File: config.mk
export PLATFORM = sky130hd
export DESIGN_NAME = pwrseq_top
export DESIGN_NICKNAME = d
export VERILOG_FILES = /design/src/rtl/pwrseq_pkg.sv /design/src/rtl/pwrseq_src_sel.sv /design/src/rtl/pwrseq_stage_timer.sv /design/src/rtl/pwrseq_fsm.sv /design/src/rtl/pwrseq_top.sv
export SDC_FILE = /design/constraint.sdc
export NUM_CORES = 1
export LEC_CHECK = 0
export BUFFER_PORTS_ARGS = -buffer_cell sky130_fd_sc_hd__buf_2
export CORE_ASPECT_RATIO = 0.9
export CORE_MARGIN = 3
export CORE_UTILIZATION = 25
export DETAILED_ROUTE_END_ITERATION = 16
export GPL_TIMING_DRIVEN = 0
export MAX_ROUTING_LAYER = met4
export SLEW_MARGIN = 20
export SYNTH_ARGS = -nofsm -noshare
export SYNTH_HDL_FRONTEND = slang
export SYNTH_SLANG_ARGS = --single-unit
File: constraint.sdc
create_clock -name clk -period 2.1 [get_ports clk]
set_input_delay 0.42 -clock clk [delete_from_list [all_inputs] [get_ports clk]]
set_output_delay 0.42 -clock clk [all_outputs]
set_load 0.02 [all_outputs]
File: src/rtl/pwrseq_pkg.sv
package pwrseq_pkg;
    typedef enum logic [1:0] {SRC_NONE, SRC_BAT, SRC_FLD} src_e;
    typedef enum logic [2:0] {S_OFF, S_LFO, S_DIG, S_ANA, S_ACT, S_SLP, S_DSL, S_DPD} seq_e;
    localparam logic [2:0] MODE_OFF   = 3'd0;
    localparam logic [2:0] MODE_START = 3'd1;
    localparam logic [2:0] MODE_ACT   = 3'd2;
    localparam logic [2:0] MODE_SLP   = 3'd3;
    localparam logic [2:0] MODE_DSL   = 3'd4;
    localparam logic [2:0] MODE_DPD   = 3'd5;
endpackage

File: src/rtl/pwrseq_src_sel.sv
module pwrseq_src_sel
    import pwrseq_pkg::*;
(
    input  logic clk,
    input  logic rst_n,
    input  logic bat_ok,
    input  logic fld_ok,
    input  logic force_bat,
    input  logic resetn_pin,
    input  logic disarm,
    output logic pwr_ok,
    output logic sw_bat,
    output logic sw_fld
);
    logic pin_q;
    logic armed_q;
    src_e cur_q, cur_d, tgt;
    logic present, pin_rise;

    always_comb begin
        present  = force_bat | bat_ok | fld_ok;
        pin_rise = resetn_pin & ~pin_q;
        if (!armed_q)                tgt = SRC_NONE;
        else if (force_bat || bat_ok) tgt = SRC_BAT;
        else if (fld_ok)             tgt = SRC_FLD;
        else                         tgt = SRC_NONE;
        // open the old switch for one cycle before closing the new one
        if (cur_q != SRC_NONE && tgt != cur_q) cur_d = SRC_NONE;
        else                                  cur_d = tgt;
    end

    always_ff @(posedge clk or negedge rst_n) begin
        if (!rst_n) begin
            pin_q   <= 1'b1;
            armed_q <= 1'b0;
            cur_q   <= SRC_NONE;
        end else begin
            pin_q <= resetn_pin;
            cur_q <= cur_d;
            if (pin_rise || fld_ok)     armed_q <= 1'b1;
            else if (disarm || !present) armed_q <= 1'b0;
        end
    end

    assign pwr_ok = armed_q & present;
    assign sw_bat = (cur_q == SRC_BAT);
    assign sw_fld = (cur_q == SRC_FLD);

    AST_NO_BOTH_SWITCHES: assert property (@(posedge clk) disable iff (!rst_n)
        !(sw_bat && sw_fld));
    AST_BAT_KEEPS_PRIORITY: assert property (@(posedge clk) disable iff (!rst_n)
        (armed_q && bat_ok && sw_bat) |=> sw_bat);
    AST_STAY_OFF_UNTRIGGERED: assert property (@(posedge clk) disable iff (!rst_n)
        (!armed_q && !pin_rise && !fld_ok) |=> !armed_q);
endmodule

File: src/rtl/pwrseq_stage_timer.sv
module pwrseq_stage_timer #(
    parameter int LIMIT = 8
) (
    input  logic clk,
    input  logic rst_n,
    input  logic clr,
    input  logic tick,
    output logic expired
);
    localparam int CW = $clog2(LIMIT + 1);
    localparam logic [CW-1:0] LIM = CW'(LIMIT);
    logic [CW-1:0] cnt_q;

    always_ff @(posedge clk or negedge rst_n) begin
        if (!rst_n)                   cnt_q <= '0;
        else if (clr)                 cnt_q <= '0;
        else if (tick && cnt_q != LIM) cnt_q <= cnt_q + 1'b1;
    end

    assign expired = (cnt_q == LIM);

    AST_TMR_SATURATES: assert property (@(posedge clk) disable iff (!rst_n)
        cnt_q <= LIM);
endmodule

File: src/rtl/pwrseq_fsm.sv
module pwrseq_fsm
    import pwrseq_pkg::*;
(
    input  logic       clk,
    input  logic       rst_n,
    input  logic       pwr_ok,
    input  logic       tick,
    input  logic       fld_ok,
    input  logic       resetn_pin,
    input  logic       dig_stable,
    input  logic       fro_stable,
    input  logic       ana_stable,
    input  logic       sleep_req,
    input  logic       dsleep_req,
    input  logic       dpd_req,
    input  logic       off_req,
    input  logic       wake_rtc,
    input  logic       wake_pin,
    input  logic       wake_pin_en,
    input  logic       wake_wdt,
    input  logic       wake_start,
    input  logic       tmr_exp,
    output logic       tmr_clr,
    output logic       disarm,
    output logic       ldo_dig_en,
    output logic       ldo_ana_en,
    output logic       sys_rst_n,
    output logic [2:0] mode
);
    seq_e state_q, state_d;
    logic fld_q;
    logic fld_rise, pin_wake, wake_dpd, wake_dsl, off_go;

    always_comb begin
        fld_rise = fld_ok & ~fld_q;
        pin_wake = wake_pin & wake_pin_en;
        wake_dpd = wake_rtc | pin_wake | fld_rise | ~resetn_pin;
        wake_dsl = wake_dpd | wake_wdt | wake_start;
        off_go   = off_req & ~fld_ok;
    end

    always_comb begin
        state_d = state_q;
        disarm  = 1'b0;
        if (!pwr_ok) begin
            state_d = S_OFF;
        end else begin
            unique case (state_q)
                S_OFF: state_d = S_LFO;
                S_LFO: if (tick) state_d = S_DIG;
                S_DIG: begin
                    if (dig_stable && fro_stable) state_d = S_ANA;
                    else if (tmr_exp) begin
                        state_d = S_OFF;
                        disarm  = 1'b1;
                    end
                end
                S_ANA: begin
                    if (ana_stable) state_d = S_ACT;
                    else if (tmr_exp) begin
                        state_d = S_OFF;
                        disarm  = 1'b1;
                    end
                end
                S_ACT: begin
                    if (off_go) begin
                        state_d = S_OFF;
                        disarm  = 1'b1;
                    end
                    else if (dpd_req)    state_d = S_DPD;
                    else if (dsleep_req) state_d = S_DSL;
                    else if (sleep_req)  state_d = S_SLP;
                end
                S_SLP: if (wake_dsl) state_d = S_ACT;
                S_DSL: if (wake_dsl) state_d = S_ANA;
                S_DPD: if (wake_dpd) state_d = S_DIG;
                default: state_d = S_OFF;
            endcase
        end
        tmr_clr = (state_d != state_q);
    end

    always_ff @(posedge clk or negedge rst_n) begin
        if (!rst_n) begin
            state_q <= S_OFF;
            fld_q   <= 1'b0;
        end else begin
            state_q <= state_d;
            fld_q   <= fld_ok;
        end
    end

    always_comb begin
        ldo_dig_en = 1'b0;
        ldo_ana_en = 1'b0;
        sys_rst_n  = 1'b0;
        mode       = MODE_OFF;
        unique case (state_q)
            S_OFF: mode = MODE_OFF;
            S_LFO: mode = MODE_START;
            S_DIG: begin
                mode       = MODE_START;
                ldo_dig_en = 1'b1;
            end
            S_ANA: begin
                mode       = MODE_START;
                ldo_dig_en = 1'b1;
                ldo_ana_en = 1'b1;
                sys_rst_n  = 1'b1;
            end
            S_ACT, S_SLP: begin
                mode       = (state_q == S_ACT) ? MODE_ACT : MODE_SLP;
                ldo_dig_en = 1'b1;
                ldo_ana_en = 1'b1;
                sys_rst_n  = 1'b1;
            end
            S_DSL: begin
                mode       = MODE_DSL;
                ldo_dig_en = 1'b1;
                sys_rst_n  = 1'b1;
            end
            S_DPD: mode = MODE_DPD;
            default: mode = MODE_OFF;
        endcase
    end

    AST_ANA_NEEDS_DIG: assert property (@(posedge clk) disable iff (!rst_n)
        ldo_ana_en |-> ldo_dig_en);
    AST_RST_NEEDS_DIG: assert property (@(posedge clk) disable iff (!rst_n)
        sys_rst_n |-> ldo_dig_en);
    AST_LOSS_GOES_OFF: assert property (@(posedge clk) disable iff (!rst_n)
        !pwr_ok |=> (mode == MODE_OFF));
    AST_DPD_HOLDS: assert property (@(posedge clk) disable iff (!rst_n)
        (state_q == S_DPD && pwr_ok && !wake_dpd) |=> (mode == MODE_DPD));
endmodule

File: src/rtl/pwrseq_top.sv
module pwrseq_top #(
    parameter int STAGE_TICKS = 8
) (
    input  logic       clk,
    input  logic       rst_n,
    input  logic       tick,
    input  logic       bat_ok,
    input  logic       fld_ok,
    input  logic       force_bat,
    input  logic       resetn_pin,
    input  logic       dig_stable,
    input  logic       fro_stable,
    input  logic       ana_stable,
    input  logic       sleep_req,
    input  logic       dsleep_req,
    input  logic       dpd_req,
    input  logic       off_req,
    input  logic       wake_rtc,
    input  logic       wake_pin,
    input  logic       wake_pin_en,
    input  logic       wake_wdt,
    input  logic       wake_start,
    input  logic       bod_en,
    input  logic       aon_low,
    output logic       sw_bat,
    output logic       sw_fld,
    output logic       ldo_dig_en,
    output logic       ldo_ana_en,
    output logic       sys_rst_n,
    output logic [2:0] mode,
    output logic       bod_irq
);
    logic pwr_ok, disarm, tmr_clr, tmr_exp;

    pwrseq_src_sel u_src (
        .clk(clk), .rst_n(rst_n), .bat_ok(bat_ok), .fld_ok(fld_ok),
        .force_bat(force_bat), .resetn_pin(resetn_pin), .disarm(disarm),
        .pwr_ok(pwr_ok), .sw_bat(sw_bat), .sw_fld(sw_fld)
    );

    pwrseq_stage_timer #(.LIMIT(STAGE_TICKS)) u_tmr (
        .clk(clk), .rst_n(rst_n), .clr(tmr_clr), .tick(tick), .expired(tmr_exp)
    );

    pwrseq_fsm u_fsm (
        .clk(clk), .rst_n(rst_n), .pwr_ok(pwr_ok), .tick(tick), .fld_ok(fld_ok),
        .resetn_pin(resetn_pin), .dig_stable(dig_stable), .fro_stable(fro_stable),
        .ana_stable(ana_stable), .sleep_req(sleep_req), .dsleep_req(dsleep_req),
        .dpd_req(dpd_req), .off_req(off_req), .wake_rtc(wake_rtc), .wake_pin(wake_pin),
        .wake_pin_en(wake_pin_en), .wake_wdt(wake_wdt), .wake_start(wake_start),
        .tmr_exp(tmr_exp), .tmr_clr(tmr_clr), .disarm(disarm),
        .ldo_dig_en(ldo_dig_en), .ldo_ana_en(ldo_ana_en), .sys_rst_n(sys_rst_n),
        .mode(mode)
    );

    always_ff @(posedge clk or negedge rst_n) begin
        if (!rst_n) bod_irq <= 1'b0;
        else        bod_irq <= pwr_ok & bod_en & aon_low;
    end
endmodule

==> Yosys cells after proc, flatten, opt, wreduce, memory -nomap -nowiden <==
Index checks and enable logic that the tools add are counted.
{ "op_classes": {"add_sub_neg": 1, "eq_ne": 13, "mux": 32, "bitwise": 18, "reduce_logical": 16} }
{ "op_table": {"columns": ["operator", "count"], "rows": [
  ["$mux W3", 12],
  ["$pmux W3 S8", 1],
  ["$pmux W3 S5", 1],
  ["$eq A3 B3 Y1 const B", 4],
  ["$mux W1", 11],
  ["$mux W2", 4],
  ["$mux W4", 2],
  ["$and A1 B1 Y1", 7],
  ["$or A1 B1 Y1", 7],
  ["$eq A3 B2 Y1 const B", 2],
  ["$reduce_bool A2 Y1", 3],
  ["$reduce_or A3 Y1", 2],
  ["$reduce_or A5 Y1", 1],
  ["$add A4 B1 Y4 const B", 1],
  ["$eq A4 B4 Y1 const B", 1],
  ["$ne A4 B4 Y1 const B", 1],
  ["$not A1 Y1", 4],
  ["$reduce_or A4 Y1", 1],
  ["$eq A3 B1 Y1 const B", 1],
  ["$logic_and A1 B1 Y1", 3],
  ["$logic_not A3 Y1", 1],
  ["$logic_or A1 B1 Y1", 3],
  ["$ne A3 B3 Y1", 1],
  ["$pmux W1 S3", 1],
  ["other kinds (5)", 5]
]} }
{ "totals": {"ff_bits": 13, "output_inout_bits": 9, "word_cells": 87} }

==> Logic depth before layout (Yosys ltp) <==
Gate-level depths: netlist (run 1).
{ "depth": {"depth_word": 11, "mapped_depth": 7, "ltp_nobuf": 7} }

==> Cells and area by module <==
Synthesis (run 1) repeated with hierarchy kept, for this count alone.
{ "unflattened": {"cells_unflattened": 114, "hier_area_um2": 955.9} }
{ "by_module_without_submodules": {"columns": ["module", "instances", "cells_each", "area_each_um2"], "rows": [
  ["pwrseq_fsm", 1, 74, 518.0],
  ["pwrseq_stage_timer", 1, 24, 232.7],
  ["pwrseq_src_sel", 1, 14, 173.9],
  ["pwrseq_top", 1, 2, 31.3]
]} }

==> Least setup slack after synthesis (run 1) <==
No wires, ideal clock.
{ "synth_timing": {"path_kind": "flip-flop to flip-flop", "from": "register u_tmr.cnt_q[0]", "to": "register u_tmr.cnt_q[0]", "setup_time_ns": 0.134, "arrival_ns": 1.590, "t_required_ns": 1.966, "setup_slack_ns": 0.376, "path_stages_with_launch": 8, "path_buffers": 0, "cell_sequence": "dfrtp_1 > inv_1 > ha_1 > nand3b_4 > nor4b_2 > nor4b_4 > mux2i_1 > nor3_1"} }
{ "synth_via": {"elab_chain_len": 7, "word_cells_on_any_way": 13} }
{ "synth_rtl": {"columns": ["item", "line", "text"], "rows": [
  ["start: declaration", "pwrseq_stage_timer.sv:12", "logic [CW-1:0] cnt_q;"],
  ["start signal: assignment", "pwrseq_stage_timer.sv:17", "else if (tick && cnt_q != LIM) cnt_q <= cnt_q + 1'b1;"],
  ["$eq A4 B4 Y1", "pwrseq_stage_timer.sv:20", "assign expired = (cnt_q == LIM);"],
  ["$mux W3", "pwrseq_fsm.sv:53, pwrseq_fsm.sv:60", null],
  ["$mux W3 (on tied branches)", "pwrseq_fsm.sv:59, pwrseq_fsm.sv:52", null],
  ["$pmux W3 S8", "pwrseq_fsm.sv:48", "unique case (state_q)"],
  ["$mux W3", "pwrseq_fsm.sv:45", "if (!pwr_ok) begin"],
  ["$ne A3 B3 Y1", "pwrseq_fsm.sv:80", "tmr_clr = (state_d != state_q);"],
  ["$mux W4 or $reduce_bool A2 Y1 (tied branches)", null, null]
]} }
Parallel ways exist; a longest one is shown, timed or not. The select of a mux whose other input is x is not followed.
A chain may end at the register's enable or synchronous reset.

==> Final worst setup path (run 1) <==
Ends and elaborated chain as after synthesis.

==> results of run 1 <==
-- per-layer routing --
layer / GRT usage [%] / part of all wire, % / vias to the layer above
met5: - / 0 / -
met4: 0 / 0 / 0
met3: 3.99 / 6.4 / 0
met2: 17.4 / 49 / 25
met1: 12.9 / 44 / 404
li1: - / - / 426
-- worst min-delay path by stage --
stage	cells past startpoint	to	slack (ns)	from
after detailed placement	1	bod_irq	0.32	rst_n
after CTS	1	u_tmr.cnt_q[3]	0.06	rst_n
after global routing	1	u_tmr.cnt_q[0]	0.07	rst_n
after floorplan	0	bod_irq	0.12	rst_n
after global placement	1	bod_irq	0.31	rst_n
final	1	bod_irq	0.06	rst_n
-- state kept, by name, indices dropped and copies added, names as in the netlist --
name,flops
u_tmr.cnt_q,4
bod_irq,1
u_src.cur_q,2
u_fsm.state_q,3
u_fsm.fld_q,1
u_src.pin_q,1
u_src.armed_q,1
-- critical path: stages (launching register included) --
cell      delay (ns)
dfrtp_1         0.40
inv_1           0.10
ha_1            0.21
nand3b_4        0.11
nor4b_2         0.19
nor4b_4         0.34
mux2i_2         0.36
nor3_1          0.11
-- cell families after synthesis --
logic type,synth area share (%)
AND/OR/NAND/NOR,30.9
AO/OA/AOI/OAI,19.1
flip-flops,35.9
buffers and inverters,5.23
XOR/XNOR,3.85
multiplexers,2.20
adder cells (fa/ha/maj),2.75
-- report_power, final --
part | internal (mW) | switching (mW) | total [mW]
combinational | 0.279 | 0.445 | 0.723
clock | 0.133 | 0.0811 | 0.215
sequential | 0.297 | 0.0540 | 0.351
-- cell type report --
cell class                      count  area share [%]
Multi-Input combinational cell     77            46.5
Inverter                            8            2.59
Timing Repair Buffer               29            12.5
Clock buffer                        4            3.89
Tap cell                           44            4.75
Buffer                              3            1.51
Sequential cell                    13            28.2
-- metrics by stage --
stage                     hold WS [ns]  utilization, %
after floorplan                  0.124               -
after global placement           0.315            32.4
after detailed placement         0.319            32.4
after CTS                       0.0638            33.7
after global routing            0.0691            33.8
final                           0.0557            33.8
-- placed cells by master, fill, tap and decap left out, drive strengths merged, types with 3 or more instances in the layout --
| cell | n |
|---|---|
| o21ai | 7 |
| clkbuf | 4 |
| nor2 | 6 |
| nor2b | 5 |
| buf | 32 |
| nand2 | 8 |
| nand3 | 3 |
| a21oi | 8 |
| nand4 | 4 |
| nor3 | 5 |
| inv | 8 |
| dfrtp | 12 |
==> impl_metrics.yaml, run 1 <==
synthesis:
  synth_area_leaders: "dfrtp_1 (33%), a21oi_1 (4.4%), o21ai_0 (3.9%)"
  ys_warn_count: 0
  ys_seq_area_share_pct: 35.9
  synth_seq_cells: 13
  synth_most_common_cell: "dfrtp_1"
  synthArstFlopShare_pct: 100
  syn_nets: 124
  syn-instance-count: 101
  synth.avg_cell_area_sq_um: 9.01
  synth.top_cells.by_count: "dfrtp_1 (12), a21oi_1 (8), inv_1 (8), nand2_1 (8), o21ai_0 (7)"
  syn_area_sq_um: 910
  synth_edf_count: 0
  synthFlopType: "dfrtp_1"
  yosys.area.top_type: "dfrtp_1"
  yosysTopAreaCellShare_pct: 33.0
  synth.distinct_cells: 36
placed_design:
  place.gp.congestion: 0.850
  post_dp_cell_area_sq_mm: 0.00111
  preCtsSetupSlack_ns: 0.128
  dp_hpwl_mm: 1.77
  port_buffers: 29
  dp_cells: 174
grt:
  gr-total-overflow: 0
  grt_pass1_wl_mm: 3.67
  antenna_found_initial: 0
  grt_start_max_net_pins: 14
  grt_pass1_vias: 832
  globalRouteTotalUtil_pct: 10.4
sta:
  drv_slew: 0
  tightest_slew_ns: 0.535
  tns_ns: 0
  min_period_ns: 1.94
  skew_ns: 0.00102
  setup_ws_ns: 0.157
  final-setup-viol-count: 0
  clock.fmax_mhz: 515
  maxSlewHeadroom_pct: 64.0
  hold_violations: 0
  fin_crit_sh_pct: 92.5
  grt_setup_unrepaired: "false"
clock_network:
  cts_made_buffers: 3
  ctsResizeCount: 0
  clk_pin_slew_ns: 0.05
  clock_path_buffers: 2
  cts.sinks: 13
  htreeDepth: 1
  cts_tree: "built"
  clk_latency_ns: 0.24
  postCtsSetupBuffers: 0
  root_buffer: "clkbuf_8"
  cts.hold.buffers_added: 0
power_and_ir_drop:
  irDropWorstVdd_mv: 0.393
  p_per_area_mw_per_mm2: 1110
  finalPower_mw: 1.29
  p_leak_nw: 0.554
setup_path:
  cp_max_fo: 5
  cp.required_ns: 2.21
  critPathLaunchType: "flip-flop"
  startpoint: "u_tmr.cnt_q[0]"
  regToRegSetupSlack_ns: 0.16
  worstSetupPathType: "reg -> reg"
  r2r-start: "u_tmr.cnt_q[0]"
  worstPathArrival_ns: 2.05
  r2r-end: "u_tmr.cnt_q[0]"
  cp-end-kind: "flip-flop"
  worstSetupEndpoint: "u_tmr.cnt_q[0]"
  worstRegToRegCells: 7
route:
  dr.pass1.iters: 4
  wirelength_mm: 2.17
  dr.first_iter.drc_count: 35
  via_per_inst: 4.80
  drc: 0
  final_antenna_net_count: 0
  routedWlPerCell_um: 12.2
  vias: 855
floorplan:
  dieArea_sq_mm: 0.00440
  start_util_pct: 26.5
  fp.dieH_um: 63.2
  core_sq_mm: 0.00343
  std_cell_rows: 20
  top_level_ports: 30
  dieWidth_um: 69.6
run:
  maxCapViolCount: 0
layout:
  fin_nets: 158
  multi_input_area_sq_um: 539
  layout-drive-gt1-share_pct: 32.8
  stdcell_area_sq_mm: 0.00116
  diodes: 0
  area.sequential_sq_um: 327
  fin_cells: 178
  nFillCells: 350
  syn2layout_area_growth_pct: 27.4
hold_path:
  hp-class: "in -> async"
status:
  status: "finished clean"
(Power assumes the default switching activity.)
==> inputs of run 2 (changes only) <==
--- a/config.mk
+++ b/config.mk
@@ -5,6 +5,7 @@
 export SDC_FILE = /design/constraint.sdc
 export NUM_CORES = 1
 export LEC_CHECK = 0
+export ABC_AREA = 1
 export BUFFER_PORTS_ARGS = -buffer_cell sky130_fd_sc_hd__buf_2
 export CORE_ASPECT_RATIO = 0.9
 export CORE_MARGIN = 3
@@ -12,6 +13,7 @@
 export DETAILED_ROUTE_END_ITERATION = 16
 export GPL_TIMING_DRIVEN = 0
 export MAX_ROUTING_LAYER = met4
+export SETUP_SLACK_MARGIN = 0.05
 export SLEW_MARGIN = 20
 export SYNTH_ARGS = -nofsm -noshare
 export SYNTH_HDL_FRONTEND = slang
==> impl_metrics.yaml, run 2 <==
status:
  status: "finished clean"
clock_network:
  cts.hold.buffers_added: 0
  clock_path_buffers: 2
  clk_latency_ns: 0.24
  cts.sinks: 13
  cts_made_buffers: 3
  ctsResizeCount: 0
  root_buffer: "clkbuf_8"
  postCtsSetupBuffers: 0
  cts_tree: "built"
  htreeDepth: 1
  clk_pin_slew_ns: 0.05
synthesis:
  synth.avg_cell_area_sq_um: 6.66
  synth_seq_cells: 13
  synthAdderAreaFrac_pct: 2.61
  synthMuxAreaShare_pct: 0
  syn-instance-count: 144
  syn_nets: 167
  syn_area_sq_um: 958
  synth_area_leaders: "dfrtp_1 (31%), nand2_1 (15%), inv_1 (11%)"
  yosysTopAreaCellShare_pct: 31.3
  synth_edf_count: 0
  ys_warn_count: 0
  ys_seq_area_share_pct: 34.1
  synth_xor_area_share_pct: 2.74
  synth_top_family_by_area: "simple AND/OR/NAND/NOR gates"
  synth-compound-area-share_pct: 5.22
  synth_most_common_cell: "nand2_1"
  synthArstFlopShare_pct: 100
  synth.distinct_cells: 23
  synth.top_cells.by_count: "nand2_1 (38), inv_1 (28), nor2_1 (17), nand3_1 (13), dfrtp_1 (12)"
  yosys.area.top_type: "dfrtp_1"
  synthSimpleGateAreaFrac_pct: 39.2
  synthFlopType: "dfrtp_1"
setup_path:
  r2r-end: "u_tmr.cnt_q[2]"
  worst-path-buf-inv: 4
  path_cells: "buf_6 > clkinvlp_4 > nor2_1 > inv_1 > nand2_1 > or2_2 > buf_2"
  worstRegToRegCells: 15
  cp_num_cells: 7
  max_stage_delay_ns: 0.37
  critPathLaunchType: "flip-flop"
  r2r-start: "u_tmr.cnt_q[0]"
  worstSetupPathType: "reg -> out"
  regToRegSetupSlack_ns: 0.42
  cp_slowest_cell: "dfrtp_1"
  cp_top_family: "buffers and inverters"
  startpoint: "u_fsm.state_q[0]"
  cp.required_ns: 1.68
  cp_max_fo: 9
  worstPathArrival_ns: 1.49
  cp-end-kind: "output port"
  worstSetupEndpoint: "sys_rst_n"
floorplan:
  core_sq_mm: 0.00353
  dieWidth_um: 71.3
  std_cell_rows: 20
  top_level_ports: 30
  dieArea_sq_mm: 0.00461
  start_util_pct: 27.2
  fp.dieH_um: 64.7
placed_design:
  preCtsSetupSlack_ns: 0.383
  place.gp.congestion: 0.852
  dp_hpwl_mm: 1.82
  port_buffers: 29
sta:
  fin_crit_sh_pct: 91.1
  grt_setup_unrepaired: "false"
  tns_ns: 0
  drv_slew: 0
  final-setup-viol-count: 0
  maxSlewHeadroom_pct: 80.5
  tightest_slew_ns: 0.290
  min_period_ns: 1.91
  setup_ws_ns: 0.188
  clock.fmax_mhz: 523
  holdWs_ns: 0.0608
  skew_ns: 0.00261
  hold_violations: 0
run:
  maxCapViolCount: 0
layout:
  layout-drive-gt1-share_pct: 26.6
  top_register: "u_tmr.cnt_q"
  top_regs: "u_tmr.cnt_q x4, u_fsm.state_q x3, u_src.cur_q x2"
  final_common_cell: "nand2_1"
  syn2layout_area_growth_pct: 26.0
  largest_reg_flops: 4
  diodes: 0
  finalCoreUtilization_pct: 34.2
  final_cell_mix: "nand2_1 (38), buf_2 (29), inv_1 (27)"
  fin_nets: 201
grt:
  grt_pass1_vias: 907
  grt_start_max_net_pins: 14
  grt_pass1_wl_mm: 3.78
  globalRouteTotalUtil_pct: 10.4
  antenna_found_initial: 0
  gr-total-overflow: 0
power_and_ir_drop:
  p_sw_share_pct: 47.6
  switchingPower_mw: 0.662
  p_leak_nw: 0.712
  power.internal_mw: 0.728
  p_per_area_mw_per_mm2: 1150
  combPwrFrac_pct: 61.6
  pwr-share-clk_pct: 15.7
  irDropWorstVdd_mv: 0.469
  sequentialPowerShare_pct: 22.7
route:
  drc: 0
  routedWlPerCell_um: 9.85
  final_antenna_net_count: 0
  dr.pass1.iters: 4
  wirelength_mm: 2.18
  dr.first_iter.drc_count: 30
  met1Wirelength_mm: 1.12
  dr_wl_met3_um: 186
  via_per_inst: 4.24
  vias: 936
  highest_layer: "met3"
  met2_wirelength_um: 865
hold_path:
  hp-class: "in -> async"
[run 2: cell types whose count changed after synthesis, moves of 3 or more]
cell     change
nand2_1     +30
buf_6        +3
a21oi_1      -7
o21ai_0      -3
nor2_1      +11
nor2b_1      -4
nand3_1     +10
inv_1       +20
nor3_1       -3
nor2_2       +3
[run 2: logic make-up after synthesis]
logic type	after synthesis
AO/OA/AOI/OAI	9
XOR/XNOR	3
adder cells (fa/ha/maj)	2
buffers and inverters	34
flip-flops	13
AND/OR/NAND/NOR	83
[run 2: power groups by stage]
stage | clock (mW) | combinational [mW] | sequential (mW)
detailed placement | 0 | 0.855 | 0.321
floorplan | 0 | 0.650 | 0.318
finish | 0.219 | 0.856 | 0.316
global route | 0.232 | 0.967 | 0.322
global placement | 0 | 0.848 | 0.318
CTS | 0.228 | 0.858 | 0.317
[run 2: routing by layer]
layer	vias up	track usage, %
met3	0	3.72
met1	400	14.4
met4	0	1.17
met2	29	14.9
met5	-	-
li1	507	-
[run 2: per-stage QoR]
stage | instances | instance area [sq um] | power [mW]
2_1_floorplan | 144 | 958 | 0.968
3_3_place_gp | 217 | 1160 | 1.17
3_5_place_dp | 217 | 1160 | 1.18
4_1_cts | 221 | 1200 | 1.40
5_1_grt | 221 | 1210 | 1.52
6_report | 221 | 1210 | 1.39
[run 2: layout make-up]
type                       instances  area, sq um
buffer                             3         33.8
clock buffer                       4         45.0
fill                             398         2320
tap                               44         55.1
timing repair buffer              29          145
multi-input combinational         97          477
inverter                          31          125
sequential                        13          327
[run 2: how the worst min path moves through the flow]
stage | end | slack, ns | depth (start not counted) | start
CTS | u_src.cur_q[0] | 0.07 | 1 | rst_n
detailed placement | u_fsm.fld_q | 0.32 | 1 | rst_n
floorplan | bod_irq | 0.12 | 0 | rst_n
global placement | u_src.cur_q[0] | 0.32 | 1 | rst_n
global route | u_fsm.state_q[1] | 0.08 | 1 | rst_n
finish | u_fsm.state_q[1] | 0.06 | 1 | rst_n
==> inputs of run 3 (changes only) <==
--- a/config.mk
+++ b/config.mk
@@ -7,7 +7,7 @@
 export LEC_CHECK = 0
 export ABC_AREA = 1
 export BUFFER_PORTS_ARGS = -buffer_cell sky130_fd_sc_hd__buf_2
-export CORE_ASPECT_RATIO = 0.9
+export CORE_ASPECT_RATIO = 0.5
 export CORE_MARGIN = 3
 export CORE_UTILIZATION = 25
 export DETAILED_ROUTE_END_ITERATION = 16
@@ -18,3 +18,4 @@
 export SYNTH_ARGS = -nofsm -noshare
 export SYNTH_HDL_FRONTEND = slang
 export SYNTH_SLANG_ARGS = --single-unit
+export TNS_END_PERCENT = 50
==> impl_metrics.yaml, run 3 (synthesis gave the netlist of run 2 again) <==
placed_design:
  post_dp_cell_area_sq_mm: 0.00117
  place.gp.congestion: 0.808
  dp_hpwl_mm: 1.77
  port_buffers: 29
run:
  maxCapViolCount: 0
floorplan:
  dieWidth_um: 93.6
  dieArea_sq_mm: 0.00466
  top_level_ports: 30
  std_cell_rows: 15
  start_util_pct: 27.0
  core_sq_mm: 0.00355
  fp.dieH_um: 49.8
setup_path:
  critPathLaunchType: "flip-flop"
  path_cells: "buf_6 > clkinvlp_4 > nor2_1 > inv_1 > nand2_1 > or2_2 > buf_2"
  worst-path-buf-inv: 4
  worstPathArrival_ns: 1.45
  r2r-start: "u_tmr.cnt_q[1]"
  regToRegSetupSlack_ns: 0.43
  cp_slowest_cell: "dfrtp_1"
  cp-end-kind: "output port"
  worstRegToRegCells: 15
  cp_max_fo: 9
  max_stage_delay_ns: 0.37
  cp_top_family: "buffers and inverters"
  cp.required_ns: 1.68
  r2r-end: "u_tmr.cnt_q[3]"
  worstSetupPathType: "reg -> out"
grt:
  gr-total-overflow: 0
  grt_pass1_wl_mm: 3.34
  grt_start_max_net_pins: 14
  antenna_found_initial: 0
  grt_use_met2_pct: 14.1
  grt_busiest_layer: "met2"
  globalRouteTotalUtil_pct: 9.36
  met3_usage_pct: 3.81
  grt_pass1_vias: 802
  use_met1_pct: 12.1
clock_network:
  cts_made_buffers: 3
  cts.sinks: 13
  htreeDepth: 1
  clock_path_buffers: 2
  clk_pin_slew_ns: 0.05
  clk_latency_ns: 0.24
  cts_tree: "built"
  root_buffer: "clkbuf_8"
sta:
  skew_ns: 0.00398
  maxSlewHeadroom_pct: 79.8
  final-setup-viol-count: 0
  hold_violations: 0
  fin_crit_sh_pct: 89.2
  clock.fmax_mhz: 534
  tns_ns: 0
  grt_setup_unrepaired: "false"
  drv_slew: 0
  tightest_slew_ns: 0.303
  min_period_ns: 1.87
route:
  dr.first_iter.drc_count: 79
  final_antenna_net_count: 0
  via_per_inst: 4.09
  drc: 0
  routedWlPerCell_um: 9.17
  wirelength_mm: 2.09
  vias: 932
  dr.pass1.iters: 4
power_and_ir_drop:
  p_per_area_mw_per_mm2: 1140
  p_leak_nw: 0.712
  irDropWorstVdd_mv: 0.367
layout:
  stdcell_area_sq_mm: 0.00122
  final_common_cell: "nand2_1"
  layout-drive-gt1-share_pct: 26.6
  diodes: 0
  largest_reg_flops: 4
  syn2layout_area_growth_pct: 26.9
  top_register: "u_tmr.cnt_q"
  top_regs: "u_tmr.cnt_q x4, u_fsm.state_q x3, u_src.cur_q x2"
  fin_nets: 201
  final_cell_mix: "nand2_1 (38), buf_2 (29), inv_1 (27)"
  nFillCells: 388
hold_path:
  hp-class: "in -> async"
status:
  status: "finished clean"
[run 3: worst max-delay path by stage]
stage                          start             end  slack, ns  cells past startpoint
CTS                 u_fsm.state_q[0]       sys_rst_n       0.15                      7
global route        u_fsm.state_q[2]       sys_rst_n       0.10                      8
finish              u_fsm.state_q[0]       sys_rst_n       0.23                      7
detailed placement            bat_ok  u_tmr.cnt_q[3]       0.40                     10
global placement    u_fsm.state_q[0]       sys_rst_n       0.43                      7
floorplan           u_fsm.state_q[0]       sys_rst_n       0.44                      6
[run 3: through the flow]
stage	hold WS, ns	setup slack (ns)	cells	utilization (%)	total power, mW
floorplan	0.124	0.443	144	-	0.968
global placement	0.318	0.427	224	32.9	1.16
detailed placement	0.323	0.401	224	32.9	1.17
CTS	0.0662	0.147	228	34.2	1.39
global route	0.0848	0.105	228	34.3	1.51
finish	0.0628	0.226	228	34.3	1.38
[run 3: final cells by class]
cell class / count / area, sq um / area share (%)
multi-input cells: 97 / 477 / 39.2
flip-flops and latches: 13 / 327 / 26.9
repair buffers: 29 / 145 / 11.9
inverters: 31 / 125 / 10.3
well taps: 51 / 63.8 / 5.25
clock buffers: 4 / 45.0 / 3.70
plain buffers: 3 / 33.8 / 2.78
[run 3: timing repair]
action,CTS,global route
gates resized for setup,0,1
endpoints found under the setup margin,0,1
setup buffers,0,0
hold buffers,0,0
[run 3: report_power, final]
part | switching (mW) | total, mW | internal (mW)
clock network | 0.0837 | 0.217 | 0.134
registers | 0.0209 | 0.315 | 0.294
logic | 0.550 | 0.851 | 0.300
total | 0.655 | 1.38 | 0.728
[run 3: routing by layer]
| metal | wire (um) | vias to the layer above |
|---|---|---|
| li1 | - | 508 |
| met1 | 1030 | 400 |
| met2 | 931 | 22 |
| met3 | 117 | 2 |
| met4 | 17 | 0 |
| met5 | 0 | - |
[run 3: worst reg2reg max path: cells and delay by family, from the launching register on]
kind,cells,cell delay (ns)
flops,1,0.40
buf+inv,1,0.08
simple gates,13,0.93
fa+ha+maj,1,0.16
